$ cat config.mk
export PLATFORM = sky130hd
export DESIGN_NAME = stop_clk_ctrl
export DESIGN_NICKNAME = d
export VERILOG_FILES = /design/src/rtl/sc_pkg.sv /design/src/rtl/sc_cycle_timer.sv /design/src/rtl/sc_sequencer.sv /design/src/rtl/sc_if_hold.sv /design/src/rtl/stop_clk_ctrl.sv
export SDC_FILE = /design/constraint.sdc
export NUM_CORES = 1
export LEC_CHECK = 0
export BUFFER_PORTS_ARGS = -buffer_cell sky130_fd_sc_hd__buf_4
export CAP_MARGIN = 20
export CORE_MARGIN = 5
export CORE_UTILIZATION = 30
export DETAILED_ROUTE_END_ITERATION = 7
export GPL_ROUTABILITY_DRIVEN = 1
export PLACE_DENSITY = 0.52
export REMOVE_ABC_BUFFERS = 1
export SYNTH_ARGS = -nofsm -noshare
export SYNTH_HDL_FRONTEND = slang
export SYNTH_SLANG_ARGS = --single-unit
$ cat constraint.sdc
create_clock -name clk -period 3.5 [get_ports clk]
set_clock_uncertainty 0.1 [all_clocks]
set_input_delay 0.175 -clock clk [delete_from_list [all_inputs] [get_ports clk]]
set_output_delay 0.175 -clock clk [all_outputs]
set_load 0.01 [all_outputs]
$ cat src/rtl/sc_pkg.sv
package sc_pkg;
  typedef enum logic [2:0] {
    ST_IDLE,    // pass-through, no stop window
    ST_ARM,     // vector frozen, stop-clock not yet raised
    ST_STOP,    // stop-clock asserted, waiting for a break
    ST_DRAIN,   // break seen, counting to stop-clock deassertion
    ST_UNHOLD   // stop-clock low, counting to vector release
  } sc_state_e;

  function automatic int sc_max3(input int a, input int b, input int c);
    int m;
    m = (a > b) ? a : b;
    return (m > c) ? m : c;
  endfunction
endpackage

$ cat src/rtl/sc_cycle_timer.sv
module sc_cycle_timer #(
  parameter int CW = 6
) (
  input  logic          clk,
  input  logic          rst_n,
  input  logic          start,
  input  logic [CW-1:0] len,
  output logic          expired
);
  logic [CW-1:0] cnt_q;
  logic          run_q;

  // expired goes high len-1 edges after the start edge, i.e. the owner
  // acts on it exactly len edges after issuing start
  assign expired = run_q && (cnt_q == '0);

  always_ff @(posedge clk or negedge rst_n) begin
    if (!rst_n) begin
      cnt_q <= '0;
      run_q <= 1'b0;
    end else if (start) begin
      cnt_q <= len - CW'(1);
      run_q <= 1'b1;
    end else if (expired) begin
      run_q <= 1'b0;
    end else if (run_q) begin
      cnt_q <= cnt_q - CW'(1);
    end
  end
endmodule

$ cat src/rtl/sc_sequencer.sv
module sc_sequencer
  import sc_pkg::*;
#(
  parameter int PRE_CYC      = 2,
  parameter int DEASSERT_CYC = 10,
  parameter int RELEASE_CYC  = 40
) (
  input  logic clk,
  input  logic rst_n,
  input  logic throttle_req,
  input  logic break_evt,
  output logic capture,
  output logic hold_en,
  output logic stop_clk
);
  localparam int MAXC = sc_max3(PRE_CYC, DEASSERT_CYC, RELEASE_CYC);
  localparam int CW   = $clog2(MAXC + 1);

  sc_state_e     state_q, state_d;
  logic          tmr_start;
  logic [CW-1:0] tmr_len;
  logic          tmr_done;

  sc_cycle_timer #(.CW(CW)) u_timer (
    .clk     (clk),
    .rst_n   (rst_n),
    .start   (tmr_start),
    .len     (tmr_len),
    .expired (tmr_done)
  );

  always_comb begin
    state_d   = state_q;
    tmr_start = 1'b0;
    tmr_len   = '0;
    capture   = 1'b0;
    unique case (state_q)
      ST_IDLE: begin
        if (throttle_req) begin
          capture   = 1'b1;
          tmr_start = 1'b1;
          tmr_len   = CW'(PRE_CYC);
          state_d   = ST_ARM;
        end
      end
      ST_ARM: begin
        if (tmr_done) state_d = ST_STOP;
      end
      ST_STOP: begin
        if (break_evt) begin
          tmr_start = 1'b1;
          tmr_len   = CW'(DEASSERT_CYC);
          state_d   = ST_DRAIN;
        end
      end
      ST_DRAIN: begin
        if (tmr_done) begin
          tmr_start = 1'b1;
          tmr_len   = CW'(RELEASE_CYC);
          state_d   = ST_UNHOLD;
        end
      end
      ST_UNHOLD: begin
        if (tmr_done) state_d = ST_IDLE;
      end
      default: state_d = ST_IDLE;
    endcase
  end

  always_ff @(posedge clk or negedge rst_n) begin
    if (!rst_n) state_q <= ST_IDLE;
    else        state_q <= state_d;
  end

  assign hold_en  = (state_q != ST_IDLE);
  assign stop_clk = (state_q == ST_STOP) || (state_q == ST_DRAIN);
endmodule

$ cat src/rtl/sc_if_hold.sv
module sc_if_hold #(
  parameter int W = 8
) (
  input  logic         clk,
  input  logic         rst_n,
  input  logic         capture,
  input  logic         hold_en,
  input  logic [W-1:0] if_live,
  output logic [W-1:0] if_held
);
  logic [W-1:0] snap_q;

  for (genvar g = 0; g < W; g++) begin : g_lane
    always_ff @(posedge clk or negedge rst_n) begin
      if (!rst_n)       snap_q[g] <= 1'b0;
      else if (capture) snap_q[g] <= if_live[g];
    end
    assign if_held[g] = hold_en ? snap_q[g] : if_live[g];
  end
endmodule

$ cat src/rtl/stop_clk_ctrl.sv
module stop_clk_ctrl #(
  parameter int W            = 8,
  parameter int PRE_CYC      = 2,
  parameter int DEASSERT_CYC = 10,
  parameter int RELEASE_CYC  = 40
) (
  input  logic         clk,
  input  logic         rst_n,
  input  logic         throttle_req,
  input  logic         break_evt,
  input  logic [W-1:0] if_live,
  output logic         stop_clk,
  output logic [W-1:0] if_held
);
  logic capture;
  logic hold_en;

  sc_sequencer #(
    .PRE_CYC      (PRE_CYC),
    .DEASSERT_CYC (DEASSERT_CYC),
    .RELEASE_CYC  (RELEASE_CYC)
  ) u_seq (
    .clk          (clk),
    .rst_n        (rst_n),
    .throttle_req (throttle_req),
    .break_evt    (break_evt),
    .capture      (capture),
    .hold_en      (hold_en),
    .stop_clk     (stop_clk)
  );

  sc_if_hold #(.W(W)) u_hold (
    .clk     (clk),
    .rst_n   (rst_n),
    .capture (capture),
    .hold_en (hold_en),
    .if_live (if_live),
    .if_held (if_held)
  );
endmodule

==> results.md, run 1 <==
* Worst min path class: in -> reg
* Post-layout nets at 126
* Number of library cell types mapped by synthesis at 38
* Fmax at 0.4443 GHz
* Average cell area after synthesis at 11.55 sq um
* Power Dens Cells at 810.1 mW/mm^2
* DR pass1 iterations at 4
* Post-Syn Instances at 91
* Status: completed
* Final hold violation count at 0
* Kind of critical path: reg -> out
* CP arrival at 1.98 ns
* Period utilization at 64.31%
* Ratio of cells with drive above 1 in the final layout at 42.34%
* Std-Cell Core Area at 0.003363 sq mm
* Initial antenna violation count at 0
* Ant diodes at 0
* # fillers at 349
* Worst-margin pin slew at 0.7109 ns
* CP Capture Type: primary output
* Sequential share of the synthesized area at 42.86%
* CTS tree: done
* CP required at 3.22 ns
* Max incr delay on CP at 0.64 ns
* RSZ-0062 raised after global routing: false
* Worst path cell trace: nor3_2 -> mux2_2 -> buf_4
* Clk_lat worst skew at 0.29 ns
* First-pass GRT wire length at 3.484 mm
* Routed WL at 2.095 mm
* Total track usage at 8.929%
* Initial detailed-routing violation count at 22
* Maximum VDD drop at 0.2262 mV
* CTS H-tree depth at 1
* Number of remaining DRC errors at 0
* WL/cell at 13.34 um
* Setup Buffers After CTS at 0
* DP Wirelength at 1.567 mm
* Starting Density at 31.25%
* GP Congestion at 0.8192
* Routed vias at 791
* Fin crit period at 2.251 ns
* Clock Sinks at 18
* Max Cap Viol at 0
* Cell area after synthesis at 0.001051 sq mm
* Yosys Warn Count at 0
* GRT overflow at 0
* Final setup vio count at 0
* Post-synthesis register bit count at 18
* CTS root buf: clkbuf_4
* Critical path's top delay family: simple AND/OR/NAND/NOR gates
* CP max-delay cell: nor3_2
* Post-route ant nets at 0
* CP startpoint kind: flip-flop
* Rows at 21
* Die width at 69.19 um
* Port Buffer Count at 20
* Pleak at 0.5461 nW
* FF-to-FF setup slack at 1.48 ns
* Crit path max fanout at 9
* Die Ht at 69.19 um
* Resize count post-CTS at 0
* # IOs at 21
* CTS hold repair buffers at 1
* Pin count of the biggest net entering global routing at 19
* Number of global-route vias before repair at 768
* Power, Total at 0.001020 W
* Max-slew violation count at 0
* Clock slew at reported path FFs at 0.10 ns
* CTS max path bufs at 2
* DIE AREA at 0.004787 sq mm
* Clock buffers created by TritonCTS at 3
* Vias per cell at 5.038
* Buf/Inv on CP at 1
* Slew Limit Headroom at 52.35%
* Area growth from synthesis to layout at 19.76%
* Setup TNS at 0 ns
registers in the layout, summed over array words and instances (netlist names):
name and flops:
u_seq.u_timer.run_q 1, u_seq.state_q 3, u_seq.u_timer.cnt_q 6, u_hold.snap_q 8
cell families after synthesis:
family,Yosys count,share of synthesized area (%)
AO/OA/AOI/OAI,14,11.90
XOR/XNOR,2,1.667
adder cells (fa/ha/maj),1,1.190
buffers and inverters,5,3.452
flip-flops,18,42.86
multiplexers,17,18.21
AND/OR/NAND/NOR,34,20.72
path summary, 6_finish.rpt:
| kind | startpoint | endpoint | depth (start not counted) |
|---|---|---|---|
| worst max-delay path | u_seq.state_q[1]$_DFFE_PN0P_ | if_held[1] | 3 |
| worst min-delay path | if_live[4] | u_hold.snap_q[4]$_DFFE_PN0P_ | 2 |
| worst max register to register | u_seq.state_q[1]$_DFFE_PN0P_ | u_seq.u_timer.cnt_q[4]$_DFFE_PN0P_ | 6 |
| worst min register to register | u_hold.snap_q[0]$_DFFE_PN0P_ | u_hold.snap_q[0]$_DFFE_PN0P_ | 1 |
| max in group asynchronous | rst_n | u_seq.u_timer.cnt_q[2]$_DFFE_PN0P_ | 2 |
| min in group asynchronous | rst_n | u_hold.snap_q[5]$_DFFE_PN0P_ | 2 |
cell type report:
type / count / area (sq um) / area share (%)
multi-input combinational: 68 / 564.3 / 44.83
tap: 46 / 57.56 / 4.573
clock buffer: 3 / 22.52 / 1.789
timing repair buffer: 21 / 160.2 / 12.72
inverter: 1 / 3.754 / 0.2982
sequential: 18 / 450.4 / 35.79
where the power goes:
part / switching (W) / leakage (nW) / internal [W]
clock: 0.0000596 / 0.0138 / 0.0000400
sequential: 0.000103 / 0.218 / 0.000302
combinational: 0.000213 / 0.314 / 0.000301
total: 0.000376 / 0.546 / 0.000644
Yosys cell counts, drive strengths merged:
library cell / instances / area (sq um)
ha: 1 / 12.51
nor3: 5 / 30.03
xnor2: 2 / 17.52
and2: 2 / 12.52
a21o: 1 / 7.510
mux2: 17 / 191.4
nand4: 1 / 6.260
buf: 4 / 32.53
inv: 1 / 3.750
nor2b: 2 / 12.51
nand2: 3 / 11.26
or3: 3 / 23.77
dfrtp: 18 / 450.4
nor4b: 2 / 23.77
and3b: 1 / 8.760
a31oi: 1 / 6.260
nor2: 7 / 26.28
o41ai: 1 / 8.760
a32o: 3 / 30.03
o31a: 1 / 8.760
o211a: 1 / 10.01
and3: 2 / 12.51
nor3b: 1 / 7.510
o21ai: 2 / 10.00
or4b: 1 / 13.76
nand4b: 1 / 8.760
nand3: 1 / 5.000
o211ai: 1 / 21.27
a311oi: 2 / 17.52
a21oi: 1 / 5.000
or2: 2 / 15.02
worst register-to-register path, delay by kind of cell (launching register included):
family                     cells  cell delay (ns)
DFF                            1             0.51
AOI/OAI and AO/OA              1             0.26
adders and majority gates      1             0.21
and+or+nand+nor                3             0.45
muxes                          1             0.39
placed cells by master, fill, tap and decap left out, types with 2 or more instances in the layout:
master    count
buf_4        20
dfrtp_1      18
mux2_2       17
nor2_1        7
nor3_1        4
nand2_1       3
a32o_1        3
clkbuf_4      3
nor2b_1       2
and3_1        2
xnor2_1       2
or3_1         2
a311oi_1      2
through the flow:
stage / hold slack [ns] / instances / setup slack (ns) / area (sq um) / util, %
after detailed placement: -0.03664 / 153 / 1.493 / 1226 / 36.46
after global placement: -0.03845 / 153 / 1.533 / 1226 / 36.46
after CTS: 0.008824 / 157 / 1.188 / 1259 / 37.43
after global routing: 0.004180 / 157 / 1.122 / 1259 / 37.43
final: 0.02036 / 157 / 1.249 / 1259 / 37.43
after floorplan: -0.2206 / 87 / 1.645 / 1018 / -
metal layers:
| layer | vias to the layer above | wire length, um | track usage (%) |
|---|---|---|---|
| li1 | 383 | - | - |
| met1 | 381 | 947 | 10.55 |
| met2 | 23 | 1010 | 15.04 |
| met3 | 4 | 114 | 2.899 |
| met4 | 0 | 22 | 3.254 |
| met5 | - | 0 | 0 |
(Power assumes the default switching activity.)
==> run 2: changes to the inputs <==
PLACE_DENSITY = 0.53   (was 0.52)
clock period = 1.9 ns   (was 3.5 ns; I/O delays follow)
==> results.md, run 2 (synthesis results as in run 1) <==
* Status: completed (unchanged)
* Initial detailed-routing violation count at 9 (was 22)
* Port Buffer Count at 20 (unchanged)
* DIE AREA at 0.004787 sq mm (unchanged)
* Total track usage at 10.50% (was 8.929%)
* Max-slew violation count at 0 (unchanged)
* CTS tree: done (unchanged)
* DR pass1 iterations at 2 (was 4)
* Clk_lat worst skew at 0.28 ns (was 0.29 ns)
* Routed vias at 845 (was 791)
* Post-layout nets at 145 (was 126)
* Vias per cell at 4.801 (was 5.038)
* Fin cells at 176 (was 157)
* Final setup vio count at 0 (unchanged)
* First-pass GRT wire length at 4.174 mm (was 3.484 mm)
* Worst R2R End: u_seq.u_timer.cnt_q[2]$_DFFE_PN0P_ (was u_seq.u_timer.cnt_q[4]$_DFFE_PN0P_)
* Worst min path class: in -> async (was in -> reg)
* CP Capture Type: flip-flop (was primary output)
* CP arrival at 1.90 ns (was 1.98 ns)
* Max Cap Viol at 0 (unchanged)
* Clock Sinks at 18 (unchanged)
* Ant diodes at 0 (unchanged)
* Number of global-route vias before repair at 901 (was 768)
* CTS H-tree depth at 1 (unchanged)
* Rows at 21 (unchanged)
* Die Ht at 69.19 um (unchanged)
* Fin crit period at 1.823 ns
* GP Congestion at 0.7690 (was 0.8192)
* Die width at 69.19 um (unchanged)
* Post-route ant nets at 0 (unchanged)
* DP Wirelength at 1.761 mm (was 1.567 mm)
* Slew Limit Headroom at 72.21% (was 52.35%)
* Ratio of cells with drive above 1 in the final layout at 47.69% (was 42.34%)
* Power, Total at 0.002028 W (was 0.001020 W)
* CTS max path bufs at 2 (unchanged)
* CP max-delay cell: dfrtp_1 (was nor3_2)
* Largest register FFs at 8 (unchanged)
* GRT overflow at 0 (unchanged)
* Clock slew at reported path FFs at 0.10 ns (about the same)
* Worst path cell trace: or3_4 -> o31a_1 -> or2_4 -> o211a_1 (was nor3_2 -> mux2_2 -> buf_4)
* Dpl cells at 162 (was 153)
* Kind of critical path: reg -> reg (was reg -> out)
* Most frequent cells in the layout: buf_4 (30), mux2_2 (17), dfrtp_1 (15) (was buf_4 (20), dfrtp_1 (18), mux2_2 (17))
* Buf/Inv on CP at 0 (was 1)
* Worst-margin pin slew at 0.4136 ns (was 0.7109 ns)
* Power Dens Cells at 1413 mW/mm^2 (was 810.1 mW/mm^2)
* FF-to-FF setup slack at 0.08 ns (was 1.48 ns)
* CTS root buf: clkbuf_4 (unchanged)
* # IOs at 21 (unchanged)
* Number of remaining DRC errors at 0 (unchanged)
* RSZ-0062 raised after global routing: true (was false)
* Starting Density at 31.25% (unchanged)
* Worst reg-to-reg path cell count at 4 (was 6)
* Pleak at 0.6305 nW (was 0.5461 nW)
* Reg-to-Reg Start: u_seq.u_timer.cnt_q[1]$_DFFE_PN0P_ (was u_seq.state_q[1]$_DFFE_PN0P_)
* Setup ws final at 0.07714 ns (was 1.249 ns)
* Final hold violation count at 0 (unchanged)
* Most common cell after layout, fill and taps aside: buf_4 (unchanged)
* Fmax at 0.5486 GHz
* Dpl ws at -0.04106 ns (was 1.493 ns)
* Max incr delay on CP at 0.45 ns (was 0.64 ns)
* CP startpoint kind: flip-flop (unchanged)
* Pin count of the biggest net entering global routing at 19 (unchanged)
* Period utilization at 95.94%
* Routed WL at 2.392 mm (was 2.095 mm)
* Initial antenna violation count at 0 (unchanged)
* Std-Cell Core Area at 0.003363 sq mm (unchanged)
* Largest reg by FF count: u_hold.snap_q (unchanged)
* Critical path's top delay family: simple AND/OR/NAND/NOR gates (unchanged)
* CP required at 1.98 ns (was 3.22 ns)
* Maximum VDD drop at 0.4119 mV (was 0.2262 mV)
* WL/cell at 13.59 um (was 13.34 um)
* Top Registers: u_hold.snap_q: 8 flops, u_seq.u_timer.cnt_q: 6 flops, u_seq.state_q: 3 flops (unchanged)
* Crit path max fanout at 5 (was 9)
* Area growth from synthesis to layout at 36.55% (was 19.76%)
* Clock buffers created by TritonCTS at 3 (unchanged)
==> run 2: through the flow <==
stage	util (%)	hold WS, ns	TNS, ns	instance area, sq um
after floorplan	-	-0.3006	0	1018
after global placement	38.47	-0.1182	0	1294
after detailed placement	38.47	-0.1159	-0.04106	1294
after CTS	42.37	0.1070	0	1425
after global routing	42.67	0.1422	-0.01779	1435
final	42.67	0.1221	0	1435
==> run 2: worst register-to-register path, cell delays in order (launching register included) <==
cell and delay [ns]:
dfrtp_1 0.45, or3_4 0.43, o31a_1 0.29, or2_4 0.25
o211a_1 0.21
==> run 2: area by class of cell <==
| cell class | count | area [sq um] |
|---|---|---|
| tap | 46 | 57.56 |
| clock buffer | 3 | 22.52 |
| inverter | 1 | 3.754 |
| fill | 338 | 1928 |
| sequential | 18 | 454.2 |
| timing repair buffer | 40 | 325.3 |
| multi-input combinational | 68 | 571.8 |
==> run 2: timing repair <==
action / 4_1_cts / 5_1_grt
endpoints found under the hold margin: 27 / 0
endpoints found under the setup margin: 1 / 8
pin swaps: 0 / 1
gates resized for setup: 1 / 5
hold buffers: 10 / 0
setup buffers: 1 / 0
==> run 2: worst max-delay path by stage <==
stage	startpoint	to	slack, ns	cells past startpoint
4_1_cts	u_seq.state_q[0]$_DFFE_PN0P_	if_held[4]	0.04	4
2_1_floorplan	u_seq.state_q[1]$_DFFE_PN0P_	u_seq.u_timer.cnt_q[4]$_DFFE_PN0P_	0.05	6
3_5_place_dp	u_seq.state_q[1]$_DFFE_PN0P_	u_seq.u_timer.cnt_q[4]$_DFFE_PN0P_	-0.04	6
3_3_place_gp	u_seq.state_q[1]$_DFFE_PN0P_	u_seq.u_timer.cnt_q[4]$_DFFE_PN0P_	0.02	6
5_1_grt	u_seq.state_q[1]$_DFFE_PN0P_	u_seq.u_timer.cnt_q[4]$_DFFE_PN0P_	-0.02	6
6_report	u_seq.u_timer.cnt_q[1]$_DFFE_PN0P_	u_seq.u_timer.cnt_q[2]$_DFFE_PN0P_	0.08	4
==> run 2: power breakdown <==
part / total [W] / switching (W) / internal (W) / leakage (nW)
sequential: 0.000721 / 0.000159 / 0.000562 / 0.216
combinational: 0.00112 / 0.000469 / 0.000655 / 0.401
clock: 0.000183 / 0.000109 / 0.0000735 / 0.0138
total: 0.00203 / 0.000737 / 0.00129 / 0.630
==> run 2: layer usage <==
| layer | vias to the layer above | wire, um | track usage [%] | part of all wire, % |
|---|---|---|---|---|
| met5 | - | 0 | 0 | 0 |
| met1 | 403 | 1057 | 12.60 | 44 |
| met4 | 0 | 9 | 2.603 | 0.38 |
| met3 | 2 | 140 | 3.623 | 5.9 |
| li1 | 420 | - | - | - |
| met2 | 20 | 1185 | 17.90 | 50 |
